### src/rtl/fwd_pkg.sv
package fwd_pkg;

    typedef enum logic [1:0] {
        SRC_REGFILE = 2'b00,
        SRC_MEMWB   = 2'b01,
        SRC_EXMEM   = 2'b10
    } src_sel_e;

endpackage

### src/rtl/fwd_hit.sv
module fwd_hit #(
    parameter int REG_AW = 5
) (
    input  logic [REG_AW-1:0] want_i,
    input  logic [REG_AW-1:0] dest_i,
    input  logic              wr_i,
    output logic              hit_o
);
    // A producer counts only if it writes a real (non-zero) register.
    always_comb begin
        hit_o = wr_i && (dest_i != '0) && (dest_i == want_i);
    end
endmodule

### src/rtl/fwd_oper_sel.sv
module fwd_oper_sel
    import fwd_pkg::*;
#(
    parameter int REG_AW = 5
) (
    input  logic [REG_AW-1:0] src_i,
    input  logic [REG_AW-1:0] exm_rd_i,
    input  logic              exm_wr_i,
    input  logic              exm_load_i,
    input  logic [REG_AW-1:0] mwb_rd_i,
    input  logic              mwb_wr_i,
    output src_sel_e          sel_o
);
    logic exm_hit;
    logic mwb_hit;

    fwd_hit #(.REG_AW(REG_AW)) u_hit_exm (
        .want_i (src_i),
        .dest_i (exm_rd_i),
        .wr_i   (exm_wr_i),
        .hit_o  (exm_hit)
    );

    fwd_hit #(.REG_AW(REG_AW)) u_hit_mwb (
        .want_i (src_i),
        .dest_i (mwb_rd_i),
        .wr_i   (mwb_wr_i),
        .hit_o  (mwb_hit)
    );

    // Younger producer first; a load in EX/MEM has no data yet and
    // also shadows any older copy in MEM/WB.
    always_comb begin
        unique case ({exm_hit, mwb_hit})
            2'b10, 2'b11: sel_o = exm_load_i ? SRC_REGFILE : SRC_EXMEM;
            2'b01:        sel_o = SRC_MEMWB;
            default:      sel_o = SRC_REGFILE;
        endcase
    end
endmodule

### src/rtl/fwd_store_sel.sv
module fwd_store_sel #(
    parameter int REG_AW = 5
) (
    input  logic              exm_store_i,
    input  logic [REG_AW-1:0] exm_rt_i,
    input  logic [REG_AW-1:0] mwb_rd_i,
    input  logic              mwb_wr_i,
    input  logic              mwb_load_i,
    output logic              sel_o
);
    logic load_wr;
    logic hit;

    always_comb begin
        load_wr = mwb_wr_i && mwb_load_i;
    end

    fwd_hit #(.REG_AW(REG_AW)) u_hit_st (
        .want_i (exm_rt_i),
        .dest_i (mwb_rd_i),
        .wr_i   (load_wr),
        .hit_o  (hit)
    );

    always_comb begin
        sel_o = exm_store_i && hit;
    end
endmodule

### src/rtl/fwd_unit.sv
module fwd_unit
    import fwd_pkg::*;
#(
    parameter int REG_AW = 5
) (
    input  logic [REG_AW-1:0] ex_rs_i,
    input  logic [REG_AW-1:0] ex_rt_i,
    input  logic [REG_AW-1:0] exm_rd_i,
    input  logic              exm_wr_i,
    input  logic              exm_load_i,
    input  logic              exm_store_i,
    input  logic [REG_AW-1:0] exm_rt_i,
    input  logic [REG_AW-1:0] mwb_rd_i,
    input  logic              mwb_wr_i,
    input  logic              mwb_load_i,
    output logic [1:0]        alu_a_sel_o,
    output logic [1:0]        alu_b_sel_o,
    output logic              st_data_sel_o
);
    localparam int N_OPS = 2;

    logic [REG_AW-1:0] op_src [N_OPS];
    src_sel_e          op_sel [N_OPS];

    always_comb begin
        op_src[0] = ex_rs_i;
        op_src[1] = ex_rt_i;
    end

    for (genvar g = 0; g < N_OPS; g++) begin : g_oper
        fwd_oper_sel #(.REG_AW(REG_AW)) u_sel (
            .src_i      (op_src[g]),
            .exm_rd_i   (exm_rd_i),
            .exm_wr_i   (exm_wr_i),
            .exm_load_i (exm_load_i),
            .mwb_rd_i   (mwb_rd_i),
            .mwb_wr_i   (mwb_wr_i),
            .sel_o      (op_sel[g])
        );
    end

    always_comb begin
        alu_a_sel_o = op_sel[0];
        alu_b_sel_o = op_sel[1];
    end

    fwd_store_sel #(.REG_AW(REG_AW)) u_store (
        .exm_store_i (exm_store_i),
        .exm_rt_i    (exm_rt_i),
        .mwb_rd_i    (mwb_rd_i),
        .mwb_wr_i    (mwb_wr_i),
        .mwb_load_i  (mwb_load_i),
        .sel_o       (st_data_sel_o)
    );
endmodule

### config.mk
export PLATFORM = sky130hd
export DESIGN_NAME = fwd_unit
export DESIGN_NICKNAME = d
export VERILOG_FILES = /design/src/rtl/fwd_pkg.sv /design/src/rtl/fwd_hit.sv /design/src/rtl/fwd_oper_sel.sv /design/src/rtl/fwd_store_sel.sv /design/src/rtl/fwd_unit.sv
export SDC_FILE = /design/constraint.sdc
export NUM_CORES = 1
export LEC_CHECK = 0
export BUFFER_PORTS_ARGS = -buffer_cell sky130_fd_sc_hd__buf_2
export CORE_AREA = 2 2 39 41
export DETAILED_ROUTE_END_ITERATION = 7
export DIE_AREA = 0 0 41 43
export MAX_ROUTING_LAYER = met4
export SLEW_MARGIN = 10
export SYNTH_ARGS = -nofsm -noshare
export SYNTH_HDL_FRONTEND = slang
export SYNTH_SLANG_ARGS = --single-unit
export TNS_END_PERCENT = 10
### constraint.sdc
create_clock -name vclk -period 1.6
set_clock_uncertainty 0.2 [all_clocks]
set_input_delay 0.32 -clock vclk [all_inputs]
set_output_delay 0.32 -clock vclk [all_outputs]
set_load 0.01 [all_outputs]
==> flow_metrics.tcl <==
set metrics [dict create \
    status "complete, but fails checks" \
    violations "negative setup slack" \
    cp.arrival_ns 1.33 \
    placementRows 14 \
    dp_hpwl_um 1090 \
    setup_viol 5 \
    num_antenna_cells 0 \
    register_area_sq_um 0 \
    mostFrequentLayoutCell "buf_2" \
    cp-start-kind "input pin" \
    drv_cap 0 \
    first_pass_iters 4 \
    grt_overflow 0 \
    drt_iter0_drc 1 \
    nets 123 \
    holdCritPathClass "input pin to output port" \
    ir_drop_uv 120 \
    post_cts_buffers 0 \
    gp_congestion 0.757 \
    dieHeight_um 43 \
    grt_pass1_wl_um 1900 \
    antenna_found_initial 0 \
    grt_usage 0.151 \
    drc_errors 0 \
    holdWs_ns 0.745 \
    dieWidth_um 41 \
    critPathKind "input pin to output port" \
    crit_fanout 3 \
    syn_nets 75 \
    fin_crit_ns 1.85 \
    layout_setup_ws_ns -0.252 \
    final_util 0.481 \
    ios 35 \
    synth_cells 45 \
    power.leakage_nw 0.316 \
    p_per_area_nw_per_um2 242 \
    initial_utilization 0.247 \
    avgRoutedWirePerCell_um 11.0 \
    ys_warn_count 0 \
    ant_nets 0 \
    via_count 481 \
    layoutNonFillerInstCount 107 \
    synth_area_leader_cell "xnor2_1" \
    nClkBuffers 0 \
    fin_tns_setup_ns -1.11 \
    layout-drive-gt1-share 0.560 \
    wirelength_um 1180 \
    worst_slew_pin_slew_ns 0.245 \
    ys_top_cells_by_area "xnor2_1 36%, xor2_1 28%, nor3_1 7.3%" \
    seq_cells 0 \
    synthDistinctLibCells 12 \
    dp_cells 107 \
    max_slew_margin 0.836 \
    syn_area_sq_um 342 \
    syn_avg_cell_area_sq_um 7.59 \
    viasPerCell 4.50 \
    final_max_slew_viol_count 0 \
    ctsHoldBuffers 0 \
    grt_pass1_vias 481 \
    layout_common_cells "32 x buf_2, 14 x xnor2_1, 11 x xor2_1, 11 x buf_4, 4 x nand3_1" \
    place_worst_setup_slack_ns -0.341 \
    synth_top_cell_area_share 0.359 \
    seq_area_frac_synth 0 \
    worstPathRequired_ns 1.08 \
    timing.fmax_mhz 540 \
    dieArea_sq_um 1760 \
    syn_to_final_growth_pct 94.9 \
    rsz0062_at_grt "yes" \
    numPortBuffers 35 \
    post-route-period-util 1.16 \
    endpoint_kind "output port" \
    core_sq_um 1380 \
    grt_max_degree 5 \
    hold_viol_final 0 \
]
==> metal layers <==
layer | up-vias | global-route usage | part of all wire
met5 | - | - | 0
met3 | 0 | 0 | 0.062
met1 | 212 | 0.180 | 0.39
met2 | 15 | 0.284 | 0.55
li1 | 254 | - | -
met4 | 0 | 0 | 0
==> cell type report <==
cell class,instances,area [sq um]
Fill cell,156,718
Multi-Input combinational cell,45,369
Tap cell,16,20.0
Timing Repair Buffer,46,277
==> logic make-up (layout without fill, tap and decap cells) <==
family | after synthesis | after routing | share of synthesized area
xor gates and xnor gates | 25 | 25 | 0.641
AOI/OAI and AO/OA | 3 | 3 | 0.0769
buffers and inverters | 0 | 46 | 0
and+or+nand+nor | 17 | 17 | 0.282
==> critical path, stage by stage <==
cell and delay (ns):
buf_6 0.09, or4_4 0.54, o21ai_4 0.16, a311oi_1 0.07, buf_2 0.15
==> final timing paths <==
kind / slack (ns) / from / depth (start not counted) / end
worst max-delay path: -0.25 / mwb_rd_i[0] / 5 / alu_a_sel_o[0]
worst min-delay path: 0.74 / exm_wr_i / 3 / alu_b_sel_o[0]
==> power breakdown <==
part	total [W]	switching [W]	internal, W
sequential	0	0	0
combinational	0.000161	0.0000700	0.0000912
clock	0	0	0
==> what timing repair did <==
item                       CTS  global route
gates resized for setup      9             1
setup endpoints to repair    5             5
pin swaps                    4             2
==> through the flow <==
stage / total power (W) / area (sq um)
after floorplan: 0.0000619 / 342
after global placement: 0.000147 / 619
after detailed placement: 0.000150 / 619
after CTS: 0.000162 / 662
after global routing: 0.000176 / 666
final: 0.000161 / 666
==> cells in the mapped netlist, drive strengths merged <==
cell,number
nand3,4
nor2,1
and4b,2
or4,1
nor4,1
nand4,1
a311oi,2
nand2,2
o21ai,1
xnor2,14
xor2,11
nor3,5
Note: power is estimated with default switching activity, not from simulation.
